[src/rtl/qdec_pkg.sv]
package qdec_pkg;
  typedef enum logic [1:0] {
    QM_OFF = 2'b00,
    QM_X1  = 2'b01,
    QM_X2  = 2'b10,
    QM_X4  = 2'b11
  } qmode_t;

  localparam int NUM_IN = 3;  // A, B, gate
  localparam int IDX_A  = 0;
  localparam int IDX_B  = 1;
  localparam int IDX_G  = 2;
endpackage

[src/rtl/qdec_in_filter.sv]
module qdec_in_filter #(
  parameter int FILT_LEN = 4
) (
  input  logic clk,
  input  logic rst,
  input  logic raw_i,
  output logic filt_o
);
  localparam int CW = $clog2(FILT_LEN + 1);

  logic          meta_q, sync_q, filt_q;
  logic [CW-1:0] run_q;

  always_ff @(posedge clk) begin
    if (rst) begin
      meta_q <= 1'b0;
      sync_q <= 1'b0;
    end else begin
      meta_q <= raw_i;
      sync_q <= meta_q;
    end
  end

  // Accept a new level once it differed from the held one for FILT_LEN edges
  always_ff @(posedge clk) begin
    if (rst) begin
      filt_q <= 1'b0;
      run_q  <= '0;
    end else if (sync_q == filt_q) begin
      run_q <= '0;
    end else if (run_q == CW'(FILT_LEN - 1)) begin
      filt_q <= sync_q;
      run_q  <= '0;
    end else begin
      run_q <= run_q + 1'b1;
    end
  end

  assign filt_o = filt_q;

  // the filter only ever takes up the level the synchronizer presented
  a_r7_filter_follows_sync: assert property (@(posedge clk) disable iff (rst)
    !$stable(filt_q) |-> (filt_q == $past(sync_q)));
endmodule

[src/rtl/qdec_decode.sv]
module qdec_decode
  import qdec_pkg::*;
(
  input  logic   clk,
  input  logic   rst,
  input  logic   cur_a,
  input  logic   cur_b,
  input  qmode_t quad,
  input  logic   dir_mode,
  output logic   hw_up,
  output logic   hw_dn,
  output logic   dir_up
);
  logic       prev_a, prev_b, dir_q;
  logic [1:0] step;
  logic       fwd, rev, a_chg, a_rise, b_rise;

  function automatic logic [1:0] phase_of(input logic a, input logic b);
    case ({a, b})
      2'b00:   phase_of = 2'd0;
      2'b10:   phase_of = 2'd1;
      2'b11:   phase_of = 2'd2;
      default: phase_of = 2'd3;
    endcase
  endfunction

  always_ff @(posedge clk) begin
    if (rst) begin
      prev_a <= 1'b0;
      prev_b <= 1'b0;
    end else begin
      prev_a <= cur_a;
      prev_b <= cur_b;
    end
  end

  always_comb begin
    step   = phase_of(cur_a, cur_b) - phase_of(prev_a, prev_b);
    fwd    = (step == 2'd1);
    rev    = (step == 2'd3);
    a_chg  = cur_a ^ prev_a;
    a_rise = cur_a & ~prev_a;
    b_rise = cur_b & ~prev_b;
    hw_up  = 1'b0;
    hw_dn  = 1'b0;
    case (quad)
      QM_OFF: begin
        if (dir_mode) begin
          hw_up = a_rise & ~cur_b;
          hw_dn = a_rise & cur_b;
        end else begin
          hw_up = a_rise;
          hw_dn = b_rise;
        end
      end
      QM_X1: begin
        hw_up = fwd & ({prev_a, prev_b} == 2'b00);
        hw_dn = rev & ({cur_a, cur_b} == 2'b00);
      end
      QM_X2: begin
        hw_up = fwd & a_chg;
        hw_dn = rev & a_chg;
      end
      default: begin
        hw_up = fwd;
        hw_dn = rev;
      end
    endcase
  end

  always_ff @(posedge clk) begin
    if (rst)                dir_q <= 1'b1;
    else if (quad == QM_OFF) dir_q <= 1'b1;
    else if (fwd)            dir_q <= 1'b1;
    else if (rev)            dir_q <= 1'b0;
  end

  assign dir_up = dir_q;

  // both phases changing at once never yields a quadrature count
  a_r6_illegal_quiet: assert property (@(posedge clk) disable iff (rst)
    ((quad != QM_OFF) && (cur_a != prev_a) && (cur_b != prev_b)) |-> !(hw_up || hw_dn));
endmodule

[src/rtl/count_input_decoder.sv]
module count_input_decoder
  import qdec_pkg::*;
#(
  parameter int FILT_LEN = 4
) (
  input  logic       clk,
  input  logic       rst,
  input  logic       in_a,
  input  logic       in_b,
  input  logic       in_gate,
  input  logic [1:0] cfg_quad,
  input  logic       cfg_dir_mode,
  input  logic       cfg_enable,
  input  logic       cfg_gate_en,
  input  logic       sw_inc,
  input  logic       sw_dec,
  output logic       cnt_up,
  output logic       cnt_dn,
  output logic       dir_up
);
  logic [NUM_IN-1:0] raw, filt;
  logic              hw_up, hw_dn, hw_ok, up_src, dn_src;
  logic              up_q, dn_q;
  qmode_t            quad;

  assign raw  = {in_gate, in_b, in_a};
  assign quad = qmode_t'(cfg_quad);

  for (genvar gi = 0; gi < NUM_IN; gi++) begin : g_in
    qdec_in_filter #(.FILT_LEN(FILT_LEN)) u_flt (
      .clk   (clk),
      .rst   (rst),
      .raw_i (raw[gi]),
      .filt_o(filt[gi])
    );
  end

  qdec_decode u_dec (
    .clk     (clk),
    .rst     (rst),
    .cur_a   (filt[IDX_A]),
    .cur_b   (filt[IDX_B]),
    .quad    (quad),
    .dir_mode(cfg_dir_mode),
    .hw_up   (hw_up),
    .hw_dn   (hw_dn),
    .dir_up  (dir_up)
  );

  always_comb begin
    hw_ok  = cfg_enable & (~cfg_gate_en | filt[IDX_G]);
    up_src = (hw_ok & hw_up) | (cfg_enable & sw_inc);
    dn_src = (hw_ok & hw_dn) | (cfg_enable & sw_dec);
  end

  always_ff @(posedge clk) begin
    if (rst) begin
      up_q <= 1'b0;
      dn_q <= 1'b0;
    end else begin
      up_q <= up_src & ~dn_src;
      dn_q <= dn_src & ~up_src;
    end
  end

  assign cnt_up = up_q;
  assign cnt_dn = dn_q;

  // strobes exclusive
  a_r11_exclusive: assert property (@(posedge clk) disable iff (rst)
    !(cnt_up && cnt_dn));
  // a disabled block produces no strobe on the next cycle
  a_r9_disabled_quiet: assert property (@(posedge clk) disable iff (rst)
    !cfg_enable |=> !(cnt_up || cnt_dn));
  // direction flag forced high with quadrature off
  a_r8_dir_forced: assert property (@(posedge clk) disable iff (rst)
    (cfg_quad == 2'b00) |=> dir_up);
endmodule

[config.mk]
export PLATFORM = sky130hd
export DESIGN_NAME = count_input_decoder
export DESIGN_NICKNAME = d
export VERILOG_FILES = /design/src/rtl/qdec_pkg.sv /design/src/rtl/qdec_in_filter.sv /design/src/rtl/qdec_decode.sv /design/src/rtl/count_input_decoder.sv
export SDC_FILE = /design/constraint.sdc
export NUM_CORES = 1
export LEC_CHECK = 0
export ABC_AREA = 1
export ABC_CLOCK_PERIOD_IN_PS = 1700
export BUFFER_PORTS_ARGS = -buffer_cell sky130_fd_sc_hd__buf_2
export CAP_MARGIN = 20
export CORE_MARGIN = 2
export CORE_UTILIZATION = 50
export DETAILED_ROUTE_END_ITERATION = 10
export PLACE_DENSITY = 0.84
export RECOVER_POWER = 50
export SLEW_MARGIN = 25
export SYNTH_ARGS = -nofsm -noshare
export SYNTH_HDL_FRONTEND = slang
export SYNTH_HIERARCHICAL = 1
export SYNTH_SLANG_ARGS = --single-unit
[constraint.sdc]
create_clock -name clk -period 1.7 [get_ports clk]
set_input_delay 0.085 -clock clk [delete_from_list [all_inputs] [get_ports clk]]
set_output_delay 0.085 -clock clk [all_outputs]
set_load 0.005 [all_outputs]
==> key figures <==
Placement
  – Placer Congestion: between 0.8 and 0.9
  – Post-Place Cells: about 200
  – Detailed Place HPWL: about 1600 um
  – PortBufs: 14

Clock network
  – CTS buffer count: 3
  – CTS Buffer Depth: 2
  – CTS H-tree depth: 1
  – TritonCTS clock tree: done
  – CTS root buf: clkbuf_4
  – Worst skew pair latency: roughly 0.32 ns
  – Num Clock Sinks: 23
  – CTS clock-pin slew for the worst setup and hold paths: between 0.1 and 0.15 ns

Min path
  – Hold path cells: 4
  – Worst Hold Class: in2reg

Detailed routing
  – DRC violations left: 0
  – Vias: 996
  – Initial DRT Pass Iterations: 4
  – Vias per cell: approximately 4.8
  – WL/cell: about 11 um
  – Drt total wl: between 2000 and 2500 um
  – DRT iter0 DRCs: 7
  – DRT antenna net count: 0

Worst setup path
  – Crit path cell chain: inv_2 > ha_4 > inv_2 > ha_4 > inv_2 > nand2_2 > nand2_2 > nand2_2 > nand2_2 > nand3_2 > nand2_1 > nand2_2 > nand2_2 > nand2_2 > nor2_1
  – Crit path DAT: around 1.9 ns
  – CP Capture Type: flip-flop
  – Crit path largest cell delay: around 0.36 ns
  – Setup crit start kind: flip-flop
  – Crit-path slowest cell: dfxtp_2
  – Critical path depth: 15
  – CP top delay family: simple AND/OR/NAND/NOR gates
  – Worst Reg-to-Reg Cells: 15
  – Buf+Inv Stages, Crit Path: 3
  – Critical path class: reg2reg
  – Crit path required time: 1.97 ns
  – Critical path's most frequent cell: nand2_2
  – CP max FO: 3

GRT
  – Met1 Track Usage GR: ~17%
  – GR Layer Usage met3: 3.43%
  – Total track usage: between 10% and 20%
  – GR peak layer: met2
  – Vias in the first global route: about 910
  – Pin count of the biggest net entering global routing: 17
  – GR Util met2: 34.0%
  – First-pass GRT wire length: about 3500 um
  – Initial antenna violation count: 0
  – Gr ovfl total: 0

Final layout
  – Share of layout cells above drive strength 1: a little under a third
  – Register area: around 470 um2
  – Final Non-Filler Cells: 208
  – Multi-input gate area: about 650 um2
  – Most common cell after layout, fill and taps aside: inv_1
  – Layout area overhead: 25.2%
  – Commonest cells after routing, fill and taps aside: 34 x inv_1, 29 x nor2_1, 19 x dfxtp_1, 14 x nand2_1
  – N_diodes: 0
  – Fillers: slightly above 200
  – Final #Nets: 210

Flow run
  – Max Cap Viol: 0

Power and ir drop
  – Max VDD drop: around 0.59 mV
  – Pwr/cell area: about 600 nW/um2
  – Static leakage: 0.000703 uW

Timing
  – Worst-margin pin slew: between 0.3 and 0.4 ns
  – Min Hold Slack: about 0.016 ns
  – Max transition margin: about 78%
  – Final period utilization: between 90% and 100%
  – Worst-case clock skew: around 0.002 ns
  – Slew Viols, Final: 0
  – Fmax: 608 MHz
  – Final Hold Vio Count: 0
  – Min cycle time layout: between 1.5 and 2 ns
  – Setup violators final: 0

Yosys
  – Cell area after synthesis: approximately 1200 um2
  – YS warnings: 6
  – Sequential area share after synthesis: 39.4%
  – Post-synthesis compound-gate area fraction: between 2 and 2.5%
  – Post-Synth XOR/XNOR Area: 0%
  – Yosys cell types: 16
  – Syn avg cell area: 7.53 um2
  – Fraction of the mapped netlist area in adder cells: 18.2%
  – Mux share of post-synthesis cell area: 0%
  – Post-Syn Nets: 184
  – Main combinational cell family by area after synthesis: simple AND/OR/NAND/NOR gates
  – Syn Inst Count: ~160
  – Synth Register Bits: 23
  – Post-Synth Simple-Gate Area: around 27%

Floorplanning
  – Top Ports: 15
  – Die W: approximately 52 um
  – Core box area: around 2200 um2
  – Initial Utilization: 52.8%
  – Die Footprint: between 2000 and 3000 um2
  – # rows: 17
  – Die Span Y: around 52 um

Outcome
  – Status: finished, final reports clean
## sequential cells by signal (all words and copies together), names as in the netlist
name,count
g_in.u_flt/filt_o,3
g_in.u_flt/sync_q,3
cnt_dn,1
u_dec/prev_a,1
g_in.u_flt/run_q,9
u_dec/dir_up,1
u_dec/prev_b,1
cnt_up,1
g_in.u_flt/meta_q,3
## worst min-delay path, stage by stage
cell,delay [ns]
buf_2,0.07
inv_1,0.04
nand2_2,0.07
nor2_1,0.04
## stage by stage
step	util, %	power (uW)	TNS, ns	area (um2)	setup slack, ns
floorplan	-	600	0	1170	0.0749
global placement	58.2	624	0	1290	0.121
detailed placement	58.2	628	0	1290	0.0243
CTS	61.0	887	0	1350	0.00537
global route	66.1	926	-0.0571	1460	-0.0571
finish	66.1	884	0	1460	0.0563
## per-layer routing
| layer | share of wire, % | wire [um] |
|---|---|---|
| met1 | 41 | 927 |
| met2 | 53 | 1220 |
| met3 | 3.1 | 71 |
| met4 | 3.0 | 68 |
| met5 | 0 | 0 |
## what timing repair did
item,CTS,global route
hold buffers,3,0
resized for setup,1,25
setup buffers,0,3
endpoints found under the setup margin,1,2
pin swaps,0,12
hold endpoints to repair,3,0
gates cloned,0,0
## where the power goes
part,internal (uW),switching [uW]
clock,90.0,167
sequential,549,4.65
combinational,32.2,41.0
total,671,213
## cells by family (layout without fill, tap and decap cells)
kind of cell / Yosys count / after routing
AOI/OAI and AO/OA: 4 / 4
adders and majority gates: 17 / 17
buffers and inverters: 40 / 65
DFF: 23 / 23
and+or+nand+nor: 71 / 71
## synth_stat cells (all sizes together)
master	count	area, um2
nor2	33	131
nor3	3	15.0
ha	17	213
nand2	24	97.6
inv	40	150
nand4	2	12.5
o2111ai	1	8.76
o21ai	3	18.8
dfxtp	23	460
nand3	9	60.1
## worst paths after layout
check,start,end,slack [ns]
min reg2reg,g_in[2].u_flt/meta_q,g_in[2].u_flt/sync_q,0.42
min,sw_inc,cnt_dn,0.02
max,g_in[1].u_flt/filt_o,cnt_dn,0.06
max reg2reg,g_in[1].u_flt/filt_o,cnt_dn,0.06
## final cells by class
| type | count | share of cell area [%] |
|---|---|---|
| clock buffers | 3 | 1.54 |
| clock inverters | 1 | 0.514 |
| well taps | 28 | 2.40 |
| multi-input cells | 92 | 44.7 |
| repair buffers | 21 | 8.73 |
| inverters | 40 | 10.3 |
| flip-flops and latches | 23 | 31.8 |
Power figures use the tool's default switching activity.
